==> src/rtl/accel_drain_pkg.sv <==
// Shared constants and types for the FIFO drain sequencer.
// Assumes the sensor read command format {read, multi_byte, addr[5:0]}.
package accel_drain_pkg;
    localparam logic [5:0] REG_INT_SRC = 6'h30;
    localparam logic [5:0] REG_FIFO_ST = 6'h39;
    localparam logic [5:0] REG_DATA0   = 6'h32;
    localparam int         SAMPLE_BYTES = 6;
    localparam int         CNT_FIELD_W  = 6;

    typedef enum logic [1:0] {TX_INT, TX_STAT, TX_BURST} txn_e;
    typedef enum logic [1:0] {S_IDLE, S_REQ, S_WAIT, S_GAP} state_e;

    // Build a read command byte.
    function automatic logic [7:0] rd_cmd(input logic [5:0] addr, input logic multi);
        return {1'b1, multi, addr};
    endfunction
endpackage

==> src/rtl/drain_gap_timer.sv <==
// Counts the chip-select high gap. Loading starts a count of GAP_CYCLES;
// expired is high once the count has run out. Assumes GAP_CYCLES >= 1.
module drain_gap_timer #(
    parameter int GAP_CYCLES = 250
) (
    input  logic clk,
    input  logic rst_n,
    input  logic load,
    output logic expired
);
    localparam int W = $clog2(GAP_CYCLES + 1);
    localparam logic [W-1:0] LOAD_VAL = W'(GAP_CYCLES);

    logic [W-1:0] cnt;

    // Load on request, otherwise count down to zero.
    always_ff @(posedge clk) begin
        if (!rst_n)          cnt <= '0;
        else if (load)       cnt <= LOAD_VAL;
        else if (cnt != '0)  cnt <= cnt - 1'b1;
    end

    assign expired = (cnt == '0);

    p_load_blocks_r5: assert property (@(posedge clk) disable iff (!rst_n)
        load |=> !expired);
endmodule

==> src/rtl/drain_sample_asm.sv <==
// Assembles a sample from serial bytes: each shift moves every lane down
// by one byte and puts the new byte in the top lane, so after NBYTES shifts
// the first byte sits in lane 0. Assumes the shift count is managed outside.
module drain_sample_asm #(
    parameter int NBYTES = 6
) (
    input  logic              clk,
    input  logic              rst_n,
    input  logic              shift_en,
    input  logic [7:0]        byte_in,
    output logic [8*NBYTES-1:0] data
);
    for (genvar i = 0; i < NBYTES; i++) begin : g_lane
        // Each lane takes its upper neighbour, the top lane takes the input.
        always_ff @(posedge clk) begin
            if (!rst_n)        data[8*i +: 8] <= '0;
            else if (shift_en) data[8*i +: 8] <= (i == NBYTES-1) ? byte_in : data[8*(i+1) +: 8];
        end
    end
endmodule

==> src/rtl/accel_drain_seq.sv <==
// FIFO drain sequencer. On start: reads the interrupt source, then the
// FIFO status, each in its own chip-select window, then runs one 7-byte burst
// per reported entry, with a timed chip-select high gap after every window.
// Assumes a byte-level SPI master that answers each spi_req with one spi_ack.
module accel_drain_seq
    import accel_drain_pkg::*;
#(
    parameter int GAP_CYCLES  = 250,
    parameter int MAX_ENTRIES = 32
) (
    input  logic        clk,
    input  logic        rst_n,
    input  logic        start,
    output logic        busy,
    output logic        done,
    output logic        spi_req,
    output logic [7:0]  spi_tx,
    input  logic        spi_ack,
    input  logic [7:0]  spi_rx,
    output logic        cs_n,
    output logic        smp_valid,
    input  logic        smp_ready,
    output logic [47:0] smp_data,
    output logic        smp_ovr
);
    localparam int CNT_W = $clog2(MAX_ENTRIES + 1);
    localparam logic [CNT_W-1:0] MAX_CNT = CNT_W'(MAX_ENTRIES);

    state_e           state;
    txn_e             txn;
    logic [2:0]       bidx;
    logic [2:0]       last_idx;
    logic [CNT_W-1:0] remaining;
    logic [CNT_W-1:0] clamped;
    logic             gap_load, gap_done, shift_en, ack_now, more;
    logic [7:0]       cmd;

    // Byte index of the final byte in the current window.
    always_comb last_idx = (txn == TX_BURST) ? 3'd6 : 3'd1;

    // Command byte for the current transaction.
    always_comb begin
        case (txn)
            TX_INT:  cmd = rd_cmd(REG_INT_SRC, 1'b0);
            TX_STAT: cmd = rd_cmd(REG_FIFO_ST, 1'b0);
            default: cmd = rd_cmd(REG_DATA0, 1'b1);
        endcase
    end

    // Entry count from the status byte, limited to the FIFO depth.
    always_comb begin
        if (32'(spi_rx[CNT_FIELD_W-1:0]) > MAX_ENTRIES) clamped = MAX_CNT;
        else                                           clamped = CNT_W'(spi_rx[CNT_FIELD_W-1:0]);
    end

    assign ack_now  = (state == S_WAIT) && spi_ack;
    assign gap_load = ack_now && (bidx == last_idx);
    assign shift_en = ack_now && (txn == TX_BURST) && (bidx != 3'd0);
    assign spi_req  = (state == S_REQ);
    assign spi_tx   = (bidx == 3'd0) ? cmd : 8'h00;
    // Another window follows the one just finished.
    assign more     = (txn == TX_INT) || (remaining != '0);

    // Main sequencing: window bytes, gap wait, next-window decision.
    always_ff @(posedge clk) begin
        if (!rst_n) begin
            state     <= S_IDLE;
            txn       <= TX_INT;
            bidx      <= '0;
            remaining <= '0;
            smp_ovr   <= 1'b0;
            cs_n      <= 1'b1;
            busy      <= 1'b0;
            done      <= 1'b0;
            smp_valid <= 1'b0;
        end else begin
            done <= 1'b0;
            if (smp_valid && smp_ready) smp_valid <= 1'b0;
            case (state)
                S_IDLE: if (start) begin
                    busy  <= 1'b1;
                    txn   <= TX_INT;
                    bidx  <= '0;
                    cs_n  <= 1'b0;
                    state <= S_REQ;
                end
                S_REQ: state <= S_WAIT;
                S_WAIT: if (spi_ack) begin
                    if (txn == TX_INT && bidx == 3'd1)  smp_ovr   <= spi_rx[0];
                    if (txn == TX_STAT && bidx == 3'd1) remaining <= clamped;
                    if (bidx == last_idx) begin
                        cs_n  <= 1'b1;
                        state <= S_GAP;
                        if (txn == TX_BURST) begin
                            smp_valid <= 1'b1;
                            remaining <= remaining - 1'b1;
                        end
                    end else begin
                        bidx  <= bidx + 1'b1;
                        state <= S_REQ;
                    end
                end
                S_GAP: if (gap_done && !smp_valid) begin
                    if (more) begin
                        txn   <= (txn == TX_INT) ? TX_STAT : TX_BURST;
                        bidx  <= '0;
                        cs_n  <= 1'b0;
                        state <= S_REQ;
                    end else begin
                        busy  <= 1'b0;
                        done  <= 1'b1;
                        state <= S_IDLE;
                    end
                end
                default: state <= S_IDLE;
            endcase
        end
    end

    drain_gap_timer #(.GAP_CYCLES(GAP_CYCLES)) u_gap (
        .clk     (clk),
        .rst_n   (rst_n),
        .load    (gap_load),
        .expired (gap_done)
    );

    drain_sample_asm #(.NBYTES(SAMPLE_BYTES)) u_asm (
        .clk      (clk),
        .rst_n    (rst_n),
        .shift_en (shift_en),
        .byte_in  (spi_rx),
        .data     (smp_data)
    );

    p_req_cs_low_r11: assert property (@(posedge clk) disable iff (!rst_n)
        spi_req |-> !cs_n);
    p_req_single_r11: assert property (@(posedge clk) disable iff (!rst_n)
        spi_req |=> !spi_req);
    p_valid_cs_high_r9: assert property (@(posedge clk) disable iff (!rst_n)
        smp_valid |-> cs_n);
    p_smp_hold_r9: assert property (@(posedge clk) disable iff (!rst_n)
        smp_valid && !smp_ready |=> smp_valid && $stable(smp_data) && $stable(smp_ovr) && cs_n);
    p_done_pulse_r10: assert property (@(posedge clk) disable iff (!rst_n)
        done |=> !done);
    p_done_idle_r10: assert property (@(posedge clk) disable iff (!rst_n)
        done |-> !busy);
    p_cnt_limit_r6: assert property (@(posedge clk) disable iff (!rst_n)
        remaining <= MAX_CNT);
    p_cs_rise_hold_r5: assert property (@(posedge clk) disable iff (!rst_n)
        $rose(cs_n) |=> cs_n);
endmodule

==> config.mk <==
export PLATFORM = sky130hd
export DESIGN_NAME = accel_drain_seq
export DESIGN_NICKNAME = d
export VERILOG_FILES = /design/src/rtl/accel_drain_pkg.sv /design/src/rtl/drain_gap_timer.sv /design/src/rtl/drain_sample_asm.sv /design/src/rtl/accel_drain_seq.sv
export SDC_FILE = /design/constraint.sdc
export NUM_CORES = 1
export LEC_CHECK = 0
export BUFFER_PORTS_ARGS = -buffer_cell sky130_fd_sc_hd__buf_2
export CORE_MARGIN = 2
export CORE_UTILIZATION = 50
export CTS_CLUSTER_SIZE = 30
export DETAILED_ROUTE_END_ITERATION = 6
export PLACE_DENSITY = 0.75
export SYNTH_ARGS = -nofsm -noshare
export SYNTH_HDL_FRONTEND = slang
export SYNTH_SLANG_ARGS = --single-unit
==> constraint.sdc <==
create_clock -name clk -period 2.42 [get_ports clk]
set_input_delay 0.242 -clock clk [delete_from_list [all_inputs] [get_ports clk]]
set_output_delay 0.242 -clock clk [all_outputs]
set_load 0.01 [all_outputs]
* After elaboration in Yosys (flattened, before gate mapping)
Index checks and enable logic that the tools add are counted.
** Cells by class
- Divide/modulo/power cells :: 0
- $lt $le $gt $ge :: 1
- Reduce and logical (&&, ||, !) cells :: 29
- Eq/ne operators :: 14
- $mul :: 0
- $add $sub $neg :: 3
- Shifts and indexed selects :: 0
- Bitwise operators :: 1
- Mux-type cells :: 42
** Operator list (count)
- $mux 6 :: 4
- $mux 8 :: 3
- $mux 3 :: 6
- $mux 2 :: 8
- $mux 1 :: 15
- $pmux 7 s2 :: 1
- $ne 2x2->1 const B :: 6
- $reduce_and 6->1 :: 2
- $pmux 3 s3 :: 1
- $reduce_and 3->1 :: 3
- $logic_and 1x1->1 :: 8
- $logic_not 8->1 :: 1
- $pmux 2 s4 :: 1
- $reduce_and 4->1 :: 2
- $reduce_bool 8->1 :: 1
- $sub 8x1->8 const B :: 1
- $eq 2x2->1 const B :: 3
- $gt 6x6->1 const B :: 1
- $reduce_bool 3->1 :: 2
- $reduce_bool 6->1 :: 1
- $sub 6x1->6 const B :: 1
- $eq 2x1->1 const B :: 2
- $logic_not 2->1 :: 2
- $pmux 2 s2 :: 1
- 13 further kinds :: 14
** Word-level totals
- Register bits :: 74
- Latch bits :: 0
- Bits in read-only memories :: 0
- Bits in writable memories :: 0
- Logic and storage cells :: 107
- Memories kept :: 0
- Output and inout bits :: 62

* Longest topological paths before layout
Gate-level depths: netlist of run 1.
- Depth after elaboration :: 6
- Depth in mapped cells :: 8
- Depth with buffers taken out :: 6

* Cells and area by module
Synthesis of run 1 repeated with hierarchy kept, for this count alone.
** Second synthesis, totals
- Cell total of the unflattened synthesis :: 356
- Area total of the unflattened synthesis :: 3457.1 um^2
** By module, submodules not included
- drain_sample_asm :: seq. area each 960.9 um^2, cells an instance 155, instances 1, area each 1844.3 um^2
- accel_drain_seq :: seq. area each 360.3 um^2, cells an instance 150, instances 1, area each 1173.6 um^2
- drain_gap_timer :: seq. area each 160.2 um^2, cells an instance 51, instances 1, area each 439.2 um^2

* Least setup slack after synthesis of run 1
OpenSTA, ideal clock, no wires.
- Path kind :: register to register
- From :: register u_gap.cnt[0]
- To :: register txn[0]
- Path buffers :: 0
- Clock period less this slack :: 1.754 ns
- Arrival :: 1.630 ns
- Setup slack :: 0.666 ns
- Setup time :: 0.123 ns
- Stages on the path, launching flop included :: 7
- Cells stage by stage :: dfxtp_1 > inv_1 > ha_1 > nor3b_2 > nand2_2 > nor4_4 > mux2_1
** On the way
- Word-level cells in the longest chain between the ends :: 4
** Ends and longest elaborated chain
- start: declaration :: RTL line drain_gap_timer.sv:14 : logic [W-1:0] cnt;
- start signal: assignment :: RTL line drain_gap_timer.sv:20 : else if (cnt != '0) cnt <= cnt - 1'b1;
- $logic_not 8->1 :: RTL line drain_gap_timer.sv:23 : assign expired = (cnt == '0);
- $logic_and 1x1->1 :: RTL line accel_drain_seq.sv:103 : S_GAP: if (gap_done && !smp_valid) begin
- $ne 2x2->1 (no line)
- $reduce_and 4->1 (no line)
- end signal: assignment :: RTL line accel_drain_seq.sv:105 : txn <= (txn == TX_INT) ? TX_STAT : TX_BURST;
- end: declaration :: RTL line accel_drain_seq.sv:30 : txn_e txn;
Every way passes these cells.
A chain may end at the register's enable or synchronous reset.

* Worst setup path in the final report of run 1
- From :: register bidx[1]
- To :: output port spi_tx[0]
** On the way
- Word-level cells in the longest chain between the ends :: 2
** Ends and longest elaborated chain
- start: declaration :: RTL line accel_drain_seq.sv:31 : logic [2:0] bidx;
- start signal: assignment :: RTL line accel_drain_seq.sv:99 : bidx <= bidx + 1'b1;
- $logic_not 3->1 :: RTL line accel_drain_seq.sv:60 : assign spi_tx = (bidx == 3'd0) ? cmd : 8'h00;
- $mux 8 :: RTL line accel_drain_seq.sv:60
- end: declaration :: RTL line accel_drain_seq.sv:17 : output logic [7:0] spi_tx,
Every way passes these cells.

==> out/results.txt, run 1 <==
Total grt overflow -> 0
P&R area growth vs syn -> 18.5%
CTS buffer count -> 9
Root Driver -> clkbuf_8
Sequential-to-total area share from yosys stat -> 0.455
Crit path largest cell delay -> 0.41 ns
Die height -> 84.7 um
Commonest cells after routing, fill and taps aside -> nand2_1 (109), dfxtp_1 (74), buf_2 (73)
Seq cells post-synth -> 74
Vias per cell -> 5.36
Port Buffers -> 73
Critical path class -> reg2out
Number of cells on the critical path -> 5
P_leak -> 1.60 nW
# rows -> 29
DR DRC count -> 0
MaxCap Viol Count -> 0
Max Slew Vio Count -> 0
Pwr dens -> 768 nW/um2
Placed cells -> 520
Vias -> 2870
CP startpoint kind -> register
Antenna violations before repair -> 0
RSZ-0062 raised after global routing -> no
Fillcell total -> 575
Starting Density -> 0.515
# Post-CTS Setup Buffers -> 0
First-pass GRT wire length -> 12200 um
Buf/Inv on CP -> 2
Finished Cell Area -> 3850 um2
GP Congestion -> 0.801
Clk_skew -> 0.00613 ns
Largest net degree at the start of global routing -> 49
Fraction of layout cells with a size suffix above 1 -> 0.236
FMAX -> 504 MHz
Fin crit period -> 1.98 ns
FFs w/ async S/R, synth -> 0
Non-Filler Instances -> 535
Max FO, Critical Path -> 7
WL/cell -> 13.9 um
Setup TNS -> 0 ns
Hold Path Class -> in2reg
Max IR drop VDD -> 606 uV
Post-cts resize count -> 0
# IOs -> 75
Hold Crit Depth -> 3
Cell Area, Synth -> 3250 um2
# hold bufs at CTS -> 0
Critical Path End Type -> primary output
All-layer global routing usage -> 0.211
Clk slew on worst S/H paths -> 0.08 ns
Final hold violation count -> 0
Final setup fails -> 0
Ant diodes -> 0
DP HPWL -> 5070 um
WHS -> 0.114 ns
Fin nets -> 473
Slowest cell on the critical path -> nor2b_1
Worst skew pair latency -> 0.36 ns
CP arrival -> 1.74 ns
Clock Path Buffers -> 2
Synthesis Warnings -> 0
Reg-to-reg setup timing slack -> 0.47 ns
1st-pass router iterations -> 4
Syn Inst Count -> 392
Avg Cell Area, Syn -> 8.30 um2
Net Count, Synth -> 411
Worst R2R Path Depth -> 6
Final ANT Viol Nets -> 0
Chip width -> 84.7 um
Sink Count -> 74
Initial DRC Count -> 130
Die Footprint -> 7170 um2
Placeable Area -> 6310 um2
Drt total wl -> 7440 um
Count of different cell masters after synthesis -> 61
DP Area -> 3640 um2
Worst endpoint required time -> 2.18 ns
CP delay by family, top -> simple AND/OR/NAND/NOR gates
Commonest non-fill, non-tap cell in the layout -> nand2_1
Vias in the first global route -> 2627
H-tree depth -> 3
Top_reg_cell synth -> dfxtp_1
Ordered list of cells on the worst path -> inv_1, ha_1, nor2b_1, and3b_1, buf_2
Post-synth EDFFs -> 0
CTS tree -> yes
Status -> finished clean
Period Utilization, post-route -> 0.820
[logic make-up (layout without fill, tap and decap cells)]
logic type,count (synthesis),in the layout,share of synthesized area
AND/OR/NAND/NOR,171,171,0.270
AO/OA/AOI/OAI,92,92,0.164
flip-flops,74,74,0.455
buffers and inverters,36,102,0.0512
adder cells (fa/ha/maj),6,6,0.0231
XOR/XNOR,6,6,0.0162
multiplexers,6,6,0.0192
other,1,1,0.00115
[worst paths after layout]
path,start,end
min reg2reg,u_asm.data[7]$_SDFFE_PN0P_,u_asm.data[7]$_SDFFE_PN0P_
max reg2reg,u_gap.cnt[0]$_SDFFE_PP0P_,txn[0]$_SDFFE_PN0P_
max,bidx[1]$_SDFFE_PN0P_,spi_tx[0]
min,spi_rx[6],u_asm.data[46]$_SDFFE_PN0P_
[worst reg2reg max path, cell delays in order (launching register included)]
cell,delay [ns]
dfxtp_1,0.31
inv_1,0.09
ha_1,0.22
nor3b_2,0.33
nand2_2,0.19
nor4_4,0.35
mux2_1,0.36
[synth_stat cells, types with 5 or more instances]
library cell / n / area share
nor2_1: 11 / 0.013
o21ai_0: 8 / 0.012
nand2b_1: 5 / 0.0096
clkbuf_1: 12 / 0.014
nand2_1: 109 / 0.13
buf_4: 5 / 0.012
a21oi_1: 59 / 0.091
buf_2: 9 / 0.014
nor2b_1: 6 / 0.012
ha_1: 6 / 0.023
dfxtp_1: 74 / 0.46
nor3_1: 5 / 0.0077
inv_1: 8 / 0.0092
[flip-flops by register name, summed over array words and instances, names as in the netlist, 2 cells and up]
register / cells
u_gap.cnt: 8
u_asm.data: 48
state: 2
remaining: 6
bidx: 3
txn: 2
[routing by layer]
layer,up-vias,GRT usage,share of wire
met5,-,0,0
met4,0,0.0635,0.013
met3,11,0.0836,0.072
met2,91,0.334,0.47
met1,1318,0.267,0.44
li1,1450,-,-
[stage by stage]
| stage | power, mW | worst slack, ns | util |
|---|---|---|---|
| after floorplan | 1.82 | 0.666 | - |
| after global placement | 1.90 | 0.610 | 0.576 |
| after detailed placement | 1.93 | 0.488 | 0.576 |
| after CTS | 2.98 | 0.434 | 0.611 |
| after global routing | 3.08 | 0.310 | 0.611 |
| final | 2.96 | 0.435 | 0.611 |
[cell type report]
| type | instances | area (um2) | share of cell area |
|---|---|---|---|
| repair buffers | 78 | 415 | 0.108 |
| clock inverters | 5 | 78.8 | 0.0204 |
| inverters | 9 | 33.8 | 0.00876 |
| flip-flops and latches | 74 | 1480 | 0.384 |
| well taps | 77 | 96.3 | 0.0250 |
| multi-input cells | 282 | 1610 | 0.418 |
| clock buffers | 10 | 138 | 0.0357 |
[where the power goes]
part / internal [mW] / switching, mW
clock: 0.601 / 0.453
sequential: 1.27 / 0.0718
combinational: 0.270 / 0.292
total: 2.15 / 0.816
(Power assumes the default switching activity.)
==> run 2: changes to the inputs <==
clock period = 1.9 ns   (was 2.42 ns; I/O delays follow)
==> run 2 against run 1 <==
Against the previous run:
- sequential share of layout area shrank 0.66 points
- register-to-register slack worse by 0.36 ns
- largest power group unchanged
- sequential power is 27% higher
- power up 27%
- sequential cell count did not move
- via count rose by 3.2%
- clock power increased by 22%
- first-iteration DRC count is 5.4% lower
- global-route usage increased by 0.37 points
- highest routed layer unchanged
- combinational power is 37% higher
- hold slack worse by 0.053 ns
- final area up 1.8%
- largest cell class unchanged
==> out/results.txt, run 2 (synthesized netlist as in run 1, its figures left out) <==
Clock share of power -> 0.340
Fraction of layout cells with a size suffix above 1 -> 0.251
Pre-CTS setup slack -> 0.0365 ns
Starting Density -> 0.515
Worst hold start -> spi_rx[7]
WL/cell -> 13.5 um
CTS tree -> yes
Reg-to-reg setup timing slack -> 0.11 ns
GP Congestion -> 0.854
DR DRC count -> 0
Final ANT Viol Nets -> 0
Final setup fails -> 0
MaxCap Viol Count -> 0
CP arrival -> 1.61 ns
Sink Count -> 74
Period Utilization, post-route -> 0.946
Fillcell total -> 562
1st-pass router iterations -> 4
FMAX -> 556 MHz
Max Slew Vio Count -> 0
RSZ-0062 raised after global routing -> no
Die Footprint -> 7170 um2
Max IR drop VDD -> 809 uV
Largest Register -> u_asm.data
Part of the power in combinational logic -> 0.204
Worst reg2reg startpoint -> u_gap.cnt[0]$_SDFFE_PP0P_
Vias per cell -> 5.45
DP HPWL -> 5130 um
Fin crit period -> 1.80 ns
Chip width -> 84.7 um
# rows -> 29
Initial DRC Count -> 123
Pwr dens -> 960 nW/um2
Max FFs per register -> 48
Antenna violations before repair -> 0
CTS buffer count -> 9
Largest net degree at the start of global routing -> 49
Register share of total power -> 0.455
Vias -> 2962
Port Buffers -> 73
CP startpoint kind -> register
P&R area growth vs syn -> 20.6%
Worst skew pair latency -> 0.36 ns
Clk_skew -> 0.0130 ns
Ant diodes -> 0
CP startpoint -> bidx[0]$_SDFFE_PN0P_
Worst endpoint required time -> 1.71 ns
Max FO, Critical Path -> 7
Drt total wl -> 7350 um
Clock Path Buffers -> 2
Root Driver -> clkbuf_8
First-pass GRT wire length -> 12400 um
Critical Path End Type -> primary output
Power, Total -> 3.77 mW
Net Switching -> 1.10 mW
Final hold violation count -> 0
Placed cells -> 526
Placeable Area -> 6310 um2
Commonest cells after routing, fill and taps aside -> nand2_1 (109), dfxtp_1 (74), buf_2 (73)
Total grt overflow -> 0
P_leak -> 1.63 nW
Fin nets -> 480
Sw frac -> 0.291
Vias in the first global route -> 2657
Largest regs -> u_asm.data x48, u_gap.cnt x8, remaining x6
Commonest non-fill, non-tap cell in the layout -> nand2_1
H-tree depth -> 3
Critical path class -> reg2out
Status -> finished clean
Setup TNS -> 0 ns
WHS -> 0.0615 ns
Non-Filler Instances -> 543
Die height -> 84.7 um
Hold Path Class -> in2reg
All-layer global routing usage -> 0.215
Internal power -> 2.67 mW
PnR worst setup slack -> 0.102 ns
Clk slew on worst S/H paths -> 0.08 ns
# IOs -> 75
-- run 2: cell types whose count changed in the layout (fill, tap and decap cells not counted), sizes merged --
cell | before | now
bufinv | 2 | 1
buf | 78 | 85
clkinvlp | 0 | 1
inv | 8 | 10
clkinv | 4 | 3
-- run 2: critical path, cell delays in order, from the launching register on --
cell and delay [ns]:
dfxtp_1 0.45, inv_1 0.07, ha_1 0.19, nor2b_2 0.19
and3b_1 0.21, buf_2 0.14
-- run 2: metrics by stage --
stage                     cell area (um2)  utilization
after global placement               3700        0.585
after detailed placement             3700        0.585
after global routing                 3920        0.621
after floorplan                      3250            -
final                                3920        0.621
after CTS                            3910        0.619
-- run 2: power groups by stage --
stage	clock network, mW	registers, mW	logic, mW
floorplan	0	1.72	0.590
finish	1.28	1.71	0.769
CTS	1.30	1.71	0.736
detailed placement	0	1.74	0.735
global placement	0	1.74	0.700
global route	1.38	1.72	0.853
-- run 2: final cells by class --
cell class / instances / area, um2 / area share
timing repair buffer: 85 / 480 / 0.122
tap: 77 / 96.3 / 0.0246
sequential: 74 / 1480 / 0.378
clock inverter: 6 / 72.6 / 0.0185
clock buffer: 10 / 138 / 0.0351
inverter: 9 / 33.8 / 0.00861
multi-input combinational: 282 / 1620 / 0.413
-- run 2: final timing paths --
kind                                       to  cells after the start
setup / recovery                    spi_tx[0]                      5
hold reg to reg    u_asm.data[7]$_SDFFE_PN0P_                      2
setup reg to reg          txn[0]$_SDFFE_PN0P_                      6
hold / removal    u_asm.data[47]$_SDFFE_PN0P_                      3
-- run 2: per-layer routing --
layer  part of all wire  global-route usage  routed length, um
met5                  0                   0                  0
met4              0.017              0.0750                126
met3              0.076              0.0757                560
met2               0.47               0.336               3440
met1               0.44               0.276               3220
-- run 2: timing repair --
item / CTS / global route
pin swaps: 0 / 1
hold buffers: 0 / 0
gates resized for setup: 1 / 1
buffers inserted: 0 / 1
endpoints found under the setup margin: 4 / 5
==> run 3: changes to the inputs <==
clock period = 2 ns   (was 1.9 ns; I/O delays follow)
==> run 3 against run 2 <==
Against the previous run:
- highest routed layer unchanged
- sequential share of layout area grew 0.66 points
- die area is the same
- hold slack gained 0.015 ns
- sequential power shrank 5%
- utilization shrank 1.1 points
- global-route usage shrank 0.56 points
- clock-buffer cell count grew 1
- wire length shrank 0.49%
- power shrank 11%
- final area shrank 1.7%
- critical path type is now reg2reg
- clock power shrank 17%
==> out/results.txt, run 3 (synthesized netlist as in run 1, its figures left out) <==
Status -> finished clean
Final setup fails -> 0
Vias in the first global route -> 2595
PnR worst setup slack -> 0.137 ns
# hold bufs at CTS -> 0
Fillcell total -> 582
Sink Count -> 74
Max Slew Vio Count -> 0
First-pass GRT wire length -> 12100 um
Worst skew pair latency -> 0.35 ns
Max FFs per register -> 48
GP Congestion -> 0.833
Critical path class -> reg2reg
Chip width -> 84.7 um
Largest net degree at the start of global routing -> 49
Fraction of layout cells with a size suffix above 1 -> 0.241
Critical Path End Type -> register
Pre-CTS setup slack -> 0.109 ns
Register share of total power -> 0.485
Drt total wl -> 7310 um
DR DRC count -> 0
H-tree depth -> 3
RSZ-0062 raised after global routing -> no
WL/cell -> 13.6 um
Vias -> 2859
Net Switching -> 0.988 mW
# Post-CTS Setup Buffers -> 0
WHS -> 0.0769 ns
Root Driver -> clkbuf_8
Starting Density -> 0.515
1st-pass router iterations -> 5
Final ANT Viol Nets -> 0
Placeable Area -> 6310 um2
Die height -> 84.7 um
Port Buffers -> 73
Internal power -> 2.37 mW
# rows -> 29
# IOs -> 75
CP arrival -> 2.10 ns
Period Utilization, post-route -> 0.932
DP HPWL -> 5120 um
Total grt overflow -> 0
Fin nets -> 475
Fin crit period -> 1.86 ns
Vias per cell -> 5.31
Max FO, Critical Path -> 6
Ant diodes -> 0
Hold Path Class -> in2reg
Initial DRC Count -> 116
Clock share of power -> 0.315
Setup TNS -> 0 ns
Largest regs -> u_asm.data x48, u_gap.cnt x8, remaining x6
Commonest cells after routing, fill and taps aside -> nand2_1 (109), dfxtp_1 (74), buf_2 (73)
Clock Path Buffers -> 2
MaxCap Viol Count -> 0
CTS buffer count -> 9
P&R area growth vs syn -> 18.5%
Part of the power in combinational logic -> 0.199
Clk_skew -> 0.00807 ns
Die Footprint -> 7170 um2
P_leak -> 1.58 nW
CTS tree -> yes
Commonest non-fill, non-tap cell in the layout -> nand2_1
Clk slew on worst S/H paths -> 0.08 ns
All-layer global routing usage -> 0.209
CP startpoint kind -> register
FMAX -> 537 MHz
Antenna violations before repair -> 0
Worst endpoint required time -> 2.24 ns
Largest Register -> u_asm.data
Pwr dens -> 871 nW/um2
Max IR drop VDD -> 523 uV
Final hold violation count -> 0
Sw frac -> 0.294
run 3: cell types whose count changed in the layout (fill, tap and decap cells not counted):
| cell | before | now |
|---|---|---|
| bufinv_16 | 1 | 0 |
| buf_4 | 10 | 5 |
| clkinv_4 | 2 | 0 |
| clkbuf_1 | 0 | 1 |
| inv_6 | 2 | 1 |
| clkinvlp_4 | 1 | 4 |
run 3: area by class of cell:
type	count	area, um2	share of cell area
Multi-Input combinational cell	282	1620	0.420
Sequential cell	74	1480	0.384
Timing Repair Buffer	80	443	0.115
Clock buffer	11	141	0.0367
Tap cell	77	96.3	0.0250
Clock inverter	5	38.8	0.0101
Inverter	9	33.8	0.00876
run 3: layer usage:
metal	global-route usage	routed length (um)	vias to the layer above
li1	-	-	1457
met1	0.270	3350	1341
met2	0.328	3460	52
met3	0.0610	382	9
met4	0.0895	116	0
met5	0	0	-
run 3: worst paths after layout:
check / startpoint / endpoint / slack (ns) / cells after the start
worst min-delay path: spi_rx[7] / u_asm.data[47]$_SDFFE_PN0P_ / 0.08 / 3
worst min register to register: u_asm.data[7]$_SDFFE_PN0P_ / u_asm.data[7]$_SDFFE_PN0P_ / 0.45 / 2
worst max-delay path: u_gap.cnt[0]$_SDFFE_PP0P_ / txn[0]$_SDFFE_PN0P_ / 0.14 / 6
worst max register to register: u_gap.cnt[0]$_SDFFE_PP0P_ / txn[0]$_SDFFE_PN0P_ / 0.14 / 6
run 3: per-stage QoR:
step,cells,area (um2),util,power [mW]
2_1_floorplan,392,3250,-,2.20
4_1_cts,538,3850,0.609,3.37
5_1_grt,538,3850,0.611,3.53
6_report,538,3850,0.611,3.36
3_5_place_dp,522,3670,0.581,2.32
3_3_place_gp,522,3670,0.581,2.30
run 3: power groups by stage:
stage	Clock (mW)	Combinational [mW]	Sequential [mW]
floorplan	0	0.561	1.64
global placement	0	0.642	1.65
detailed placement	0	0.658	1.66
CTS	1.08	0.661	1.63
global route	1.14	0.751	1.64
finish	1.06	0.669	1.63
run 3: what timing repair did:
item	CTS	global route
endpoints found under the hold margin	0	0
gates resized for setup	0	2
endpoints found under the setup margin	0	7
run 3: critical path, cell delays in order (launching register included):
cell and delay [ns]:
dfxtp_1 0.31, inv_1 0.08, ha_1 0.22, nor3b_4 0.28, nand2_2 0.17, nor4_4 0.35, mux2_1 0.35
